===== config.mk =====
export PLATFORM = sky130hd
export DESIGN_NAME = gain_ramp
export DESIGN_NICKNAME = d
export VERILOG_FILES = /design/src/rtl/gain_ramp_pkg.sv /design/src/rtl/gain_ramp_target.sv /design/src/rtl/gain_ramp_chan.sv /design/src/rtl/gain_ramp.sv
export SDC_FILE = /design/constraint.sdc
export NUM_CORES = 1
export LEC_CHECK = 0
export BUFFER_PORTS_ARGS = -buffer_cell sky130_fd_sc_hd__buf_2
export CAP_MARGIN = 20
export CORE_MARGIN = 2
export CORE_UTILIZATION = 43
export CTS_CLUSTER_DIAMETER = 200
export DETAILED_ROUTE_END_ITERATION = 10
export PLACE_DENSITY = 0.58
export SLEW_MARGIN = 5
export SYNTH_ARGS = -nofsm -noshare
export SYNTH_HDL_FRONTEND = slang
export SYNTH_SLANG_ARGS = --single-unit

===== constraint.sdc =====
create_clock -name clk -period 6.9 [get_ports clk]
set_input_delay 0.69 -clock clk [delete_from_list [all_inputs] [get_ports clk]]
set_output_delay 0.69 -clock clk [all_outputs]
set_load 0.1 [all_outputs]

===== src/rtl/gain_ramp_pkg.sv =====
package gain_ramp_pkg;
  typedef enum logic [1:0] {DIR_HOLD = 2'd0, DIR_DOWN = 2'd1, DIR_UP = 2'd2} ramp_dir_e;
endpackage


===== src/rtl/gain_ramp_target.sv =====
module gain_ramp_target #(
  parameter int IDX_W   = 5,
  parameter int MAN_W   = 8,
  parameter int IDX_MAX = 20
) (
  input  logic                   clk,
  input  logic                   rst,
  input  logic                   mute_in,
  input  logic [IDX_W+MAN_W-1:0] code_in,
  output logic [IDX_W+MAN_W-1:0] tgt_d,
  output logic [IDX_W+MAN_W-1:0] tgt_q
);
  localparam int CW = IDX_W + MAN_W;
  localparam logic [CW-1:0] MAX_CODE = CW'((IDX_MAX << MAN_W) + (2 ** MAN_W - 1));
  localparam logic [MAN_W-1:0] HALF = {1'b1, {(MAN_W-1){1'b0}}};

  logic [CW-1:0] norm;

  // Clamp to the top code, then lift mantissas that are illegal above index 0
  always_comb begin
    norm = code_in;
    if (code_in > MAX_CODE)
      norm = MAX_CODE;
    else if (code_in[CW-1:MAN_W] != '0 && !code_in[MAN_W-1])
      norm = {code_in[CW-1:MAN_W], HALF};
    tgt_d = mute_in ? '0 : norm;
  end

  always_ff @(posedge clk) begin
    if (rst) tgt_q <= '0;
    else     tgt_q <= tgt_d;
  end

  p_mute_zero_r8: assert property (@(posedge clk) disable iff (rst)
    mute_in |=> (tgt_q == '0));
  p_clamp_max_r6: assert property (@(posedge clk) disable iff (rst)
    tgt_q <= MAX_CODE);
  p_legal_target_r7: assert property (@(posedge clk) disable iff (rst)
    (tgt_q[CW-1:MAN_W] != '0) |-> tgt_q[MAN_W-1]);
endmodule


===== src/rtl/gain_ramp_chan.sv =====
module gain_ramp_chan
  import gain_ramp_pkg::*;
#(
  parameter int IDX_W   = 5,
  parameter int MAN_W   = 8,
  parameter int IDX_MAX = 20
) (
  input  logic                   clk,
  input  logic                   rst,
  input  logic                   step_en,
  input  logic [IDX_W+MAN_W-1:0] tgt_d,
  input  logic [IDX_W+MAN_W-1:0] tgt_q,
  output logic [IDX_W+MAN_W-1:0] cur_q,
  output logic                   done_q
);
  localparam int CW = IDX_W + MAN_W;
  localparam logic [MAN_W-1:0] HALF = {1'b1, {(MAN_W-1){1'b0}}};
  localparam logic [MAN_W-1:0] FULL = {MAN_W{1'b1}};

  logic [IDX_W-1:0] idx;
  logic [MAN_W-1:0] man;
  logic [CW-1:0]    cur_nxt;
  ramp_dir_e        dir;

  assign idx = cur_q[CW-1:MAN_W];
  assign man = cur_q[MAN_W-1:0];

  always_comb begin
    if (cur_q > tgt_q)      dir = DIR_DOWN;
    else if (cur_q < tgt_q) dir = DIR_UP;
    else                    dir = DIR_HOLD;
  end

  always_comb begin
    cur_nxt = cur_q;
    if (step_en) begin
      unique case (dir)
        DIR_DOWN: cur_nxt = (idx != '0 && man == HALF) ? {idx - 1'b1, FULL} : cur_q - 1'b1;
        DIR_UP:   cur_nxt = (man == FULL) ? {idx + 1'b1, HALF} : cur_q + 1'b1;
        default:  cur_nxt = cur_q;
      endcase
    end
  end

  always_ff @(posedge clk) begin
    if (rst) begin
      cur_q  <= '0;
      done_q <= 1'b1;
    end else begin
      cur_q  <= cur_nxt;
      done_q <= (cur_nxt == tgt_d);
    end
  end

  p_hold_no_strobe_r2: assert property (@(posedge clk) disable iff (rst)
    !step_en |=> $stable(cur_q));
  p_no_overshoot_r2: assert property (@(posedge clk) disable iff (rst)
    (cur_q < tgt_q) |=> (cur_q <= $past(tgt_q)));
  p_legal_code_r1: assert property (@(posedge clk) disable iff (rst)
    (idx <= IDX_MAX[IDX_W-1:0]) && ((idx == '0) || man[MAN_W-1]));
  p_wrap_down_r3: assert property (@(posedge clk) disable iff (rst)
    (step_en && cur_q > tgt_q && idx != '0 && man == HALF)
      |=> (cur_q == {$past(idx) - 1'b1, FULL}));
  p_wrap_up_r4: assert property (@(posedge clk) disable iff (rst)
    (step_en && cur_q < tgt_q && man == FULL)
      |=> (cur_q == {$past(idx) + 1'b1, HALF}));
  p_done_match_r10: assert property (@(posedge clk) disable iff (rst)
    done_q == (cur_q == tgt_q));
endmodule


===== src/rtl/gain_ramp.sv =====
module gain_ramp #(
  parameter int IDX_W   = 5,
  parameter int MAN_W   = 8,
  parameter int IDX_MAX = 20
) (
  input  logic                   clk,
  input  logic                   rst,
  input  logic                   step_en,
  input  logic                   mute_req,
  input  logic                   share_lr,
  input  logic [IDX_W+MAN_W-1:0] tgt_l,
  input  logic [IDX_W+MAN_W-1:0] tgt_r,
  output logic [IDX_W+MAN_W-1:0] gain_l,
  output logic [IDX_W+MAN_W-1:0] gain_r,
  output logic                   done_l,
  output logic                   done_r
);
  localparam int CW  = IDX_W + MAN_W;
  localparam int NCH = 2;

  logic [NCH-1:0][CW-1:0] req;
  logic [NCH-1:0][CW-1:0] t_d;
  logic [NCH-1:0][CW-1:0] t_q;
  logic [NCH-1:0][CW-1:0] cur;
  logic [NCH-1:0]         done;

  assign req[0] = tgt_l;
  assign req[1] = share_lr ? tgt_l : tgt_r;

  for (genvar c = 0; c < NCH; c++) begin : g_ch
    gain_ramp_target #(.IDX_W(IDX_W), .MAN_W(MAN_W), .IDX_MAX(IDX_MAX)) u_tgt (
      .clk(clk), .rst(rst), .mute_in(mute_req), .code_in(req[c]),
      .tgt_d(t_d[c]), .tgt_q(t_q[c])
    );
    gain_ramp_chan #(.IDX_W(IDX_W), .MAN_W(MAN_W), .IDX_MAX(IDX_MAX)) u_chan (
      .clk(clk), .rst(rst), .step_en(step_en), .tgt_d(t_d[c]), .tgt_q(t_q[c]),
      .cur_q(cur[c]), .done_q(done[c])
    );
  end

  assign gain_l = cur[0];
  assign gain_r = cur[1];
  assign done_l = done[0];
  assign done_r = done[1];

  p_shared_target_r9: assert property (@(posedge clk) disable iff (rst)
    share_lr |=> (t_q[1] == t_q[0]));
endmodule


# Word-level counts from Yosys, hierarchy flattened
# Index checks and enable logic that the tools add are counted.
# totals
register_bits	54
input_bits	31
output_inout_bits	28
# op_classes
add_sub_neg	8
order_cmp	6
eq_ne	10
mux	19
reduce_logical	10
# ops
op	count
$mux 13	11
$pmux 13 s2	2
$eq 8x8->1 const B	4
$add 13x1->13 const B	2
$eq 13x13->1	2
$gt 13x13->1	2
$gt 13x13->1 const B	2
$lt 13x13->1	2
$sub 13x1->13 const B	2
$reduce_bool 5->1	4
$mux 8	2
$add 5x1->5 const B	2
$sub 5x1->5 const B	2
$mux 2	4
$eq 2x1->1 const B	2
$eq 2x2->1 const B	2
$logic_and 1x1->1	4
$logic_not 1->1	2

# Longest topological paths before layout
# Gate-level depths: netlist of run 1.
# depth
ltp_word	7
mapped_depth	14
mapped_depth_nobuf	12

# Modules after synthesis
# Synthesis of run 1 repeated with hierarchy kept, for this count alone.
# unflattened
hier_cells	680
area_unflattened_um2	5247.5
# modules_own_cells
module	n_inst	cells_per_inst	area_each_um2
gain_ramp_chan at g_ch[1].u_chan	1	265	1974.4
gain_ramp_chan at g_ch[0].u_chan	1	265	1936.9
gain_ramp_target	2	68	570.5
gain_ramp	1	14	195.2

# Least setup slack after synthesis of run 1
# Ideal clock, no wire load.
# synth_timing
kind	flip-flop to flip-flop
start	register g_ch[0].u_chan.cur_q[0]
end	register g_ch[0].u_chan.done_q
setup_time_ns	0.118
arrival_time_ns	3.645
t_required_ns	6.782
path_slack_ns	3.138
path_stages_with_launch	14
path_buffers	1
path_cell_list	dfxtp_1 -> inv_1 -> ha_1 -> nand3b_1 -> a211oi_1 -> o31a_1 -> buf_2 -> nor4_1 -> a31oi_1 -> a2bb2oi_1 -> mux2_2 -> a22oi_1 -> a21oi_1 -> o2111a_1
# synth_via
elab_chain_len	7
elab_cells_between_ends	16
cone_classes	add/sub (2); order compare (2); eq/ne (5); mux (6); reduce/logical (1)
# synth_rtl
element	line_no	rtl
from (decl)	gain_ramp_chan.sv:13	output logic [IDX_W+MAN_W-1:0] cur_q,
from (signal assigned)	gain_ramp_chan.sv:50	cur_q <= cur_nxt;
$lt 13x13->1	gain_ramp_chan.sv:30	else if (cur_q < tgt_q) dir = DIR_UP;
$mux 2	gain_ramp_chan.sv:30	
$mux 2	gain_ramp_chan.sv:29	if (cur_q > tgt_q) dir = DIR_DOWN;
$eq 2x2->1 or $eq 2x1->1 (tied branches)	gain_ramp_chan.sv:37	unique case (dir)
$pmux 13 s2	gain_ramp_chan.sv:37	
$mux 13 *	gain_ramp_chan.sv:36	if (step_en) begin
$eq 13x13->1 *	gain_ramp_chan.sv:51	done_q <= (cur_nxt == tgt_d);
to (signal assigned)	gain_ramp_chan.sv:51	
to (decl)	gain_ramp_chan.sv:14	output logic done_q
# Mark *: on every way between the ends. The rest lies on a longest branch, timed or not.
# A chain may end at the register's enable or synchronous reset.

# Final worst setup path of run 1
# layout_timing
start	register g_ch[0].u_chan.cur_q[8]
end	register g_ch[0].u_chan.done_q
# The elaborated chain is that of the path after synthesis.

==> results of run 1 <==
[flip-flops by register name (all words and copies together) (netlist names)]
signal,count
g_ch.u_chan.cur_q,26
g_ch.u_tgt.tgt_q,26
g_ch.u_chan.done_q,2
[worst max-delay path: cells and delay by family (launching register included)]
family / cells / cell delay [ns]
DFF: 1 / 0.65
muxes: 1 / 0.39
AOI/OAI and AO/OA: 5 / 1.20
adders and majority gates: 1 / 0.34
and+or+nand+nor: 4 / 1.42
[worst min-delay path by stage]
stage	end	slack [ns]	depth (start not counted)
floorplan	g_ch[0].u_tgt.tgt_q[7]$_SDFF_PP0_	0.81	2
global placement	g_ch[1].u_chan.cur_q[9]$_SDFF_PP0_	0.68	2
detailed placement	g_ch[1].u_chan.cur_q[9]$_SDFF_PP0_	0.66	2
CTS	g_ch[0].u_tgt.tgt_q[11]$_SDFF_PP0_	0.67	3
global route	g_ch[0].u_tgt.tgt_q[11]$_SDFF_PP0_	0.69	3
finish	g_ch[0].u_tgt.tgt_q[11]$_SDFF_PP0_	0.68	3
[cell families after synthesis]
group           count (synthesis)  share of synthesized area (%)
compound gates                176                           25.0
flops                          54                           21.7
mux                            16                           3.36
fa+ha+maj                      36                           9.03
xor+xnor                       26                           4.71
simple gates                  287                           29.8
buf+inv                        80                           6.47
[power by group]
group | total, mW | internal (mW) | switching, mW | leakage (nW)
registers | 0.560 | 0.377 | 0.184 | 0.444
logic | 2.30 | 0.736 | 1.57 | 1.71
clock network | 0.262 | 0.137 | 0.125 | 0.0675
[layout make-up]
type / instances / area, um2
Fill cell: 1174 / 5910
Multi-Input combinational cell: 541 / 3590
Sequential cell: 54 / 1080
Timing Repair Buffer: 61 / 313
Tap cell: 143 / 179
Inverter: 42 / 158
Clock buffer: 6 / 129
Clock inverter: 2 / 16.3
[per-stage QoR]
stage          total power, mW  utilization [%]  setup slack (ns)
5_1_grt                   3.33             48.0              2.50
6_report                  3.13             48.0              2.81
3_5_place_dp              2.81             46.8              2.90
3_3_place_gp              2.80             46.7              2.81
4_1_cts                   3.08             48.0              2.86
2_1_floorplan             2.32                -              3.14
[layout by cell type (no fill, tap or decap), types with 7 or more instances in the layout]
cell and instances:
a211oi_1 11, a21oi_1 43, buf_2 58, ha_1 36
xnor2_1 12, xor2_1 13, dfxtp_1 54, nand2_1 60
o21ai_0 28, and3_1 8, inv_1 41, nand4_1 18
mux2i_1 10, and2_1 12, nor4_1 13, o211ai_1 7
o22ai_1 7, nor3_1 27, nor2b_1 9, nor2_1 77
nand3_1 25
[layer usage]
layer	global-route usage, %	up-vias
li1	-	2550
met1	39.6	2519
met2	39.5	218
met3	5.33	19
met4	5.84	0
met5	0	-
==> impl_metrics.yaml, run 1 <==
layout:
  diodes: 0
  layout.cells.non_filler: 849
  layout-drive-gt1-share_pct: 14.6
  finalNetCount: 772
  final_area_um2: 5460
  area_growth_pct: 9.45
synth:
  synth-main-ff-cell: "dfxtp_1"
  yosysTopAreaCell: "dfxtp_1"
  synth_cells: 675
  yosysSeqAreaShare_pct: 21.7
  yosysUniqueCellTypes: 81
  yosysMostFrequentCell: "nor2_1"
  ys_warn_count: 0
  syn_area_per_cell_um2: 7.39
  synth_edf_count: 0
  synthArstFlopShare_pct: 0
  ys_ff_latch: 54
  synth.net_count: 742
  synth.area.top_cells: "dfxtp_1 (22%), ha_1 (9.0%), nor2_1 (5.8%)"
  syn-cell-area_um2: 4990
  synthTopCellsByCount: "nor2_1 (77), nand2_1 (60), dfxtp_1 (54)"
  synth_top_area_share_pct: 21.7
route:
  vias: 5306
  drcViolationCount: 0
  viasPerCell: 6.25
  ant_nets: 0
  top_layer: "met4"
  dr_wl_met2_mm: 7.30
  drt_wl_total_mm: 16.9
  avgRoutedWirePerCell_um: 19.9
  m1WireLength_mm: 8.01
  dr.pass1.iters: 5
  dr.first_iter.drc_count: 505
  wl_met3_mm: 1.42
cts:
  cts_tree: "done"
  htree_levels: 2
  clkSinkCount: 54
  numCtsBuffers: 5
  cts_resized: 0
  cts.hold.buffers_added: 0
  root_buffer: "clkbuf_16"
  clk_pin_slew_ns: 0.08
  cts_setup_buffers: 0
  cts_buffer_depth: 2
  clock_latency_ns: 0.30
placement:
  io_buffers: 58
  place_congestion: 0.964
  post_dp_cell_area_um2: 5320
  place_inst: 841
  hpwl_mm: 13.0
sta:
  post-route-period-util_pct: 59.3
  final_hold_viol_count: 0
  setup_viol: 0
  max-slew-margin-rel_pct: 38.7
  maxClockFrequency_mhz: 244
  fin_crit_ns: 4.09
  rsz0062_at_grt: "no"
  worstMarginPinSlew_ns: 0.911
  finalClockSkew_ns: 0.00964
  holdWs_ns: 0.680
  tns_ns: 0
  slew_violations: 0
critical_path:
  critPathRequiredTime_ns: 7.10
  r2r-end: "g_ch[0].u_chan.done_q$_SDFF_PP1_"
  cp_max_fo: 13
  crit_chain: "ha_1 -> nand4_1 -> nor3_1 -> nor2_1 -> nand2_1 -> a31oi_1 -> a2bb2oi_1 -> mux2_2 -> a22oi_1 -> a21oi_1 -> o2111a_1"
  r2r_start: "g_ch[0].u_chan.cur_q[8]$_SDFF_PP0_"
  reg2regPathDepth: 11
  rrSetupSlack_ns: 2.81
  critPathArrivalTime_ns: 4.29
  crit_start: "g_ch[0].u_chan.cur_q[8]$_SDFF_PP0_"
  crit_slowest_cell: "dfxtp_1"
  cp-start-kind: "flop"
  critPathKind: "flop to flop"
  slowest_delay_ns: 0.65
  endpoint: "g_ch[0].u_chan.done_q$_SDFF_PP1_"
  crit_path_end_kind: "flop"
min_path:
  holdCritStartpoint: "tgt_l[11]"
  min-delay-path-class: "input port to flop"
power:
  power_density_nw_per_um2: 573
  peakVddDrop_v: 0.000276
  p_leak_nw: 2.22
floorplanning:
  core_area_um2: 11400
  rows: 39
  ioPinCount: 59
  die_w_um: 112
  die_h_um: 112
  start_util_pct: 43.9
  die-area_um2: 12500
run_status:
  outcome: "completed"
global_route:
  track_usage_pct: 26.5
  grt_pass1_vias: 4870
  grt_pass1_wl_mm: 26.5
  grt-ovfl-total: 0
  antenna_found_initial: 0
  grt_max_degree: 33
job:
  maxCapViolations: 0
Note: power is estimated with default switching activity, not from simulation.
==> run 2: changes to the inputs <==
--- a/config.mk
+++ b/config.mk
@@ -11,7 +11,7 @@
 export CORE_UTILIZATION = 43
 export CTS_CLUSTER_DIAMETER = 200
 export DETAILED_ROUTE_END_ITERATION = 10
-export PLACE_DENSITY = 0.58
+export PLACE_DENSITY = 0.6
 export SLEW_MARGIN = 5
 export SYNTH_ARGS = -nofsm -noshare
 export SYNTH_HDL_FRONTEND = slang
==> constraint.sdc (replaced) <==
create_clock -name clk -period 3.7 [get_ports clk]
set_input_delay 0.37 -clock clk [delete_from_list [all_inputs] [get_ports clk]]
set_output_delay 0.37 -clock clk [all_outputs]
set_load 0.1 [all_outputs]
==> impl_metrics.yaml, run 2 (synthesized netlist as in run 1, its figures left out) <==
run_status:
  outcome: "completed"
cts:
  cts.hold.buffers_added: 0
  numCtsBuffers: 5
  cts_resized: 0
  clock_latency_ns: 0.31
  root_buffer: "clkbuf_16"
  clk_pin_slew_ns: 0.08
  htree_levels: 2
  cts_tree: "done"
  cts_buffer_depth: 2
  clkSinkCount: 54
  cts_setup_buffers: 0
placement:
  post_dp_cell_area_um2: 5580
  hpwl_mm: 13.4
  place_inst: 875
  place_ws_ns: 0.175
  place_congestion: 0.982
  io_buffers: 58
route:
  dr.first_iter.drc_count: 496
  top_layer: "met4"
  ant_nets: 0
  drt_wl_total_mm: 17.3
  dr_wl_met2_mm: 7.07
  dr.pass1.iters: 5
  viasPerCell: 6.15
  drcViolationCount: 0
  vias: 5430
  wl_met3_mm: 1.65
  m1WireLength_mm: 8.32
  avgRoutedWirePerCell_um: 19.6
layout:
  reg.largest.list: "g_ch.u_chan.cur_q x26, g_ch.u_tgt.tgt_q x26, g_ch.u_chan.done_q x2"
  final_area_um2: 5760
  finalNetCount: 806
  layout.cells.non_filler: 883
  mostFrequentLayoutCell: "nor2_1"
  nFillCells: 1147
  diodes: 0
  layout-drive-gt1-share_pct: 19.6
  fin_util_pct: 50.7
  layout_common_cells: "nor2_1 (77), nand2_1 (60), buf_2 (58)"
  area_growth_pct: 15.5
global_route:
  grt_pass1_vias: 5012
  grt-ovfl-total: 0
  antenna_found_initial: 0
  grt_pass1_wl_mm: 27.3
  grt_max_degree: 33
  track_usage_pct: 27.2
critical_path:
  critPathArrivalTime_ns: 3.67
  crit_path_end_kind: "flop"
  crit_path_frequent_cell: "a21oi_1"
  cp-start-kind: "flop"
  crit_slowest_cell: "o41a_1"
  cp_max_fo: 12
  path_delay_family: "compound AO/OA/AOI/OAI gates"
  crit_chain: "ha_1 -> nand4_1 -> o41a_1 -> a21oi_1 -> a2bb2oi_1 -> mux2_2 -> a22oi_1 -> a21oi_1 -> o2111a_1"
  critPathKind: "flop to flop"
  critPathRequiredTime_ns: 3.90
  slowest_delay_ns: 0.60
  cp.buffers_inverters: 0
power:
  p_sw_mw: 3.62
  p_clk_share_pct: 8.9
  power_density_nw_per_um2: 1090
  peakVddDrop_v: 0.000426
  p_seq_share_pct: 13.7
  switching_share_pct: 57.6
  p_total_mw: 6.29
  combPwrFrac_pct: 77.3
  p_leak_nw: 2.41
  p_int_mw: 2.67
floorplanning:
  core_area_um2: 11400
  die_h_um: 112
  rows: 39
  ioPinCount: 59
  start_util_pct: 43.9
  die_w_um: 112
  die-area_um2: 12500
sta:
  final_hold_viol_count: 0
  slew_violations: 0
  worstMarginPinSlew_ns: 0.713
  fin_crit_ns: 3.47
  post-route-period-util_pct: 93.8
  maxClockFrequency_mhz: 288
  setup_viol: 0
  layout_setup_ws_ns: 0.230
  finalClockSkew_ns: 0.00702
  holdWs_ns: 0.340
  max-slew-margin-rel_pct: 52.1
  tns_ns: 0
  rsz0062_at_grt: "no"
min_path:
  min-delay-path-class: "input port to flop"
job:
  maxCapViolations: 0
==> run 2: power groups by stage <==
stage          Clock, mW  Combinational (mW)  Sequential, mW
2_1_floorplan          0                2.76            1.58
3_3_place_gp           0                4.71           0.868
3_5_place_dp           0                4.71           0.869
4_1_cts            0.572                4.73           0.856
6_report           0.563                4.86           0.864
5_1_grt            0.586                5.20           0.881
==> run 2: worst min-delay path, delay by kind of cell <==
family | cells | cell delay, ns
buffers and inverters | 1 | 0.12
AND/OR/NAND/NOR | 2 | 0.11
==> run 2: layer usage <==
layer	global-route usage, %	up-vias
met4	5.76	0
met5	0	-
met1	42.0	2520
met2	38.4	275
met3	5.88	25
li1	-	2610
==> run 2: area by class of cell <==
type	instances	area (um2)	area share (%)
sequential	54	1090	18.8
clock buffer	5	125	2.17
multi-input combinational	541	3600	62.5
clock inverter	3	43.8	0.760
inverter	42	158	2.73
timing repair buffer	95	568	9.85
tap	143	179	3.10
==> run 2: worst paths after layout <==
| path | from | end | slack [ns] | cells past startpoint |
|---|---|---|---|---|
| max | g_ch[0].u_chan.cur_q[8]$_SDFF_PP0_ | g_ch[0].u_chan.done_q$_SDFF_PP1_ | 0.23 | 9 |
| min | tgt_l[11] | g_ch[0].u_tgt.tgt_q[11]$_SDFF_PP0_ | 0.34 | 3 |
| max reg2reg | g_ch[0].u_chan.cur_q[8]$_SDFF_PP0_ | g_ch[0].u_chan.done_q$_SDFF_PP1_ | 0.23 | 9 |
| min reg2reg | g_ch[1].u_chan.cur_q[9]$_SDFF_PP0_ | g_ch[1].u_chan.cur_q[9]$_SDFF_PP0_ | 0.70 | 3 |
==> run 3: changes to the inputs <==
--- a/config.mk
+++ b/config.mk
@@ -5,11 +5,13 @@
 export SDC_FILE = /design/constraint.sdc
 export NUM_CORES = 1
 export LEC_CHECK = 0
+export ABC_AREA = 1
 export BUFFER_PORTS_ARGS = -buffer_cell sky130_fd_sc_hd__buf_2
 export CAP_MARGIN = 20
 export CORE_MARGIN = 2
 export CORE_UTILIZATION = 43
 export CTS_CLUSTER_DIAMETER = 200
+export CTS_CLUSTER_SIZE = 20
 export DETAILED_ROUTE_END_ITERATION = 10
 export PLACE_DENSITY = 0.6
 export SLEW_MARGIN = 5
==> impl_metrics.yaml, run 3 <==
placement:
  place_congestion: 0.879
  io_buffers: 58
  hpwl_mm: 11.6
  place_ws_ns: 0.980
  post_dp_cell_area_um2: 5590
  place_inst: 1098
power:
  peakVddDrop_v: 0.000344
  combPwrFrac_pct: 72.8
  p_sw_mw: 3.07
  p_int_mw: 1.96
  switching_share_pct: 61.0
  p_clk_share_pct: 9.1
  p_leak_nw: 3.12
  power_density_nw_per_um2: 879
  p_seq_share_pct: 18.1
sta:
  max-slew-margin-rel_pct: 31.6
  maxClockFrequency_mhz: 360
  worstMarginPinSlew_ns: 1.03
  rsz0062_at_grt: "no"
  slew_violations: 0
  layout_setup_ws_ns: 0.921
  tns_ns: 0
  finalClockSkew_ns: 0.00271
  setup_viol: 0
  fin_crit_ns: 2.78
  final_hold_viol_count: 0
  post-route-period-util_pct: 75.1
synth:
  synth.net_count: 982
  synth_cells: 915
  synth_edf_count: 0
  yosysUniqueCellTypes: 36
  synth.area.top_cells: "nand2_1 (24%), dfxtp_1 (21%), nand3_1 (8.9%)"
  synth_top_area_share_pct: 23.5
  yosysTopAreaCell: "nand2_1"
  synth-main-ff-cell: "dfxtp_1"
  syn_area_per_cell_um2: 5.76
  yosysSeqAreaShare_pct: 20.5
  ys_ff_latch: 54
  ys_warn_count: 0
  synthTopCellsByCount: "nand2_1 (330), inv_1 (112), nor2_1 (102)"
  synthArstFlopShare_pct: 0
  yosysMostFrequentCell: "nand2_1"
  syn-cell-area_um2: 5270
floorplanning:
  die-area_um2: 13200
  die_w_um: 115
  die_h_um: 115
  ioPinCount: 59
  rows: 40
  core_area_um2: 12000
  start_util_pct: 44.0
layout:
  reg.largest.list: "g_ch.u_chan.cur_q x26, g_ch.u_tgt.tgt_q x26, g_ch.u_chan.done_q x2"
  finalNetCount: 1025
  layout.cells.non_filler: 1105
  layout-drive-gt1-share_pct: 13.6
  diodes: 0
  mostFrequentLayoutCell: "nand2_1"
  final_area_um2: 5730
  nFillCells: 1343
  area_growth_pct: 8.69
  layout_common_cells: "nand2_1 (330), inv_1 (112), nor2_1 (102)"
cts:
  clock_latency_ns: 0.29
  cts_buffer_depth: 2
  numCtsBuffers: 5
  clkSinkCount: 54
  cts_tree: "done"
  cts_setup_buffers: 0
  cts.hold.buffers_added: 0
  root_buffer: "clkbuf_16"
  htree_levels: 2
  cts_resized: 0
  clk_pin_slew_ns: 0.07
global_route:
  grt_max_degree: 54
  grt_pass1_vias: 4923
  track_usage_pct: 22.5
  antenna_found_initial: 0
  grt-ovfl-total: 0
  grt_pass1_wl_mm: 23.9
critical_path:
  cp_max_fo: 12
  critPathArrivalTime_ns: 3.01
  crit_path_end_kind: "flop"
  critPathKind: "flop to flop"
  reg2regPathDepth: 18
  critPathRequiredTime_ns: 3.93
  rrSetupSlack_ns: 0.92
  cp-start-kind: "flop"
  r2r_start: "g_ch[1].u_chan.cur_q[10]$_SDFF_PP0_"
  r2r-end: "g_ch[1].u_chan.done_q$_SDFF_PP1_"
route:
  ant_nets: 0
  drcViolationCount: 0
  dr.first_iter.drc_count: 440
  dr.pass1.iters: 5
  viasPerCell: 5.03
  avgRoutedWirePerCell_um: 13.1
  vias: 5554
  drt_wl_total_mm: 14.5
min_path:
  min-delay-path-class: "input port to flop"
  hold_depth: 5
  holdCritStartpoint: "tgt_l[0]"
  hold_end: "g_ch[0].u_tgt.tgt_q[0]$_SDFF_PP0_"
job:
  maxCapViolations: 0
run_status:
  outcome: "completed"
run 3: cell count changes in the layout (fill, tap and decap cells not counted), moves of 13 or more:
cell     delta
nand2_1   +270
inv_1      +71
nand3_1    +69
buf_4      -34
nor2_1     +25
nor3_1     -23
nand2_2    +14
inv_2      +13
nor4_1     -13
run 3: cell families (layout without fill, tap and decap cells):
| family | count (synthesis) | after routing | synth area share (%) |
|---|---|---|---|
| and+or+nand+nor | 585 | 585 | 47.9 |
| buffers and inverters | 153 | 196 | 12.4 |
| AOI/OAI and AO/OA | 71 | 71 | 7.72 |
| DFF | 54 | 54 | 20.5 |
| adders and majority gates | 36 | 36 | 8.55 |
| xor gates and xnor gates | 10 | 10 | 1.66 |
| muxes | 6 | 6 | 1.28 |
run 3: cell type report:
type                            count  area [um2]  share of cell area, %
Multi-Input combinational cell    708        3530                   61.7
Sequential cell                    54        1080                   18.9
Clock buffer                        7         133                   2.32
Inverter                          128         480                   8.39
Timing Repair Buffer               61         313                   5.46
Tap cell                          147         184                   3.21
run 3: critical path, cell delays in order, from the launching register on:
cell and delay (ns):
dfxtp_1 0.54, ha_1 0.33, nand2_1 0.08, nand2_1 0.05, nand2_1 0.05, nand2_1 0.04, a21oi_1 0.19, nand2_2 0.21
inv_1 0.35, nand3_1 0.13, nand3_1 0.14, nand2_1 0.08, nand2_1 0.06, nand2_1 0.04, nor2_1 0.14, nand2_1 0.06
nor2_1 0.09, nand2_1 0.05, nand2_1 0.06
run 3: per-layer routing:
layer  up-vias  global-route usage, %  wire length (um)
met2       135                   32.3              5660
met3        10                   3.12               758
met1      2459                   35.5              7960
met4         0                   3.90               131
li1       2950                      -                 -
met5         -                      0                 0
run 3: power groups by stage:
stage / clock (mW) / sequential, mW / combinational [mW]
finish: 0.459 / 0.911 / 3.66
global route: 0.491 / 0.938 / 4.10
CTS: 0.470 / 0.912 / 3.65
detailed placement: 0 / 0.927 / 3.63
global placement: 0 / 0.927 / 3.64
floorplan: 0 / 1.50 / 2.38
run 3: per-stage QoR:
step / util, % / hold slack, ns / power (mW)
2_1_floorplan: - / 0.596 / 3.87
3_3_place_gp: 46.8 / 0.620 / 4.57
3_5_place_dp: 46.8 / 0.619 / 4.56
4_1_cts: 47.9 / 0.471 / 5.03
5_1_grt: 47.9 / 0.488 / 5.53
6_report: 47.9 / 0.479 / 5.03
run 3: how the worst max path moves through the flow:
| stage | startpoint | endpoint | cells past startpoint |
|---|---|---|---|
| 6_report | g_ch[1].u_chan.cur_q[10]$_SDFF_PP0_ | g_ch[1].u_chan.done_q$_SDFF_PP1_ | 18 |
| 5_1_grt | g_ch[1].u_chan.cur_q[10]$_SDFF_PP0_ | g_ch[1].u_chan.done_q$_SDFF_PP1_ | 18 |
| 3_3_place_gp | g_ch[0].u_chan.cur_q[11]$_SDFF_PP0_ | g_ch[0].u_chan.done_q$_SDFF_PP1_ | 18 |
| 2_1_floorplan | g_ch[0].u_chan.cur_q[4]$_SDFF_PP0_ | g_ch[0].u_chan.done_q$_SDFF_PP1_ | 19 |
| 3_5_place_dp | g_ch[1].u_chan.cur_q[10]$_SDFF_PP0_ | g_ch[1].u_chan.done_q$_SDFF_PP1_ | 18 |
| 4_1_cts | g_ch[1].u_chan.cur_q[10]$_SDFF_PP0_ | g_ch[1].u_chan.done_q$_SDFF_PP1_ | 18 |
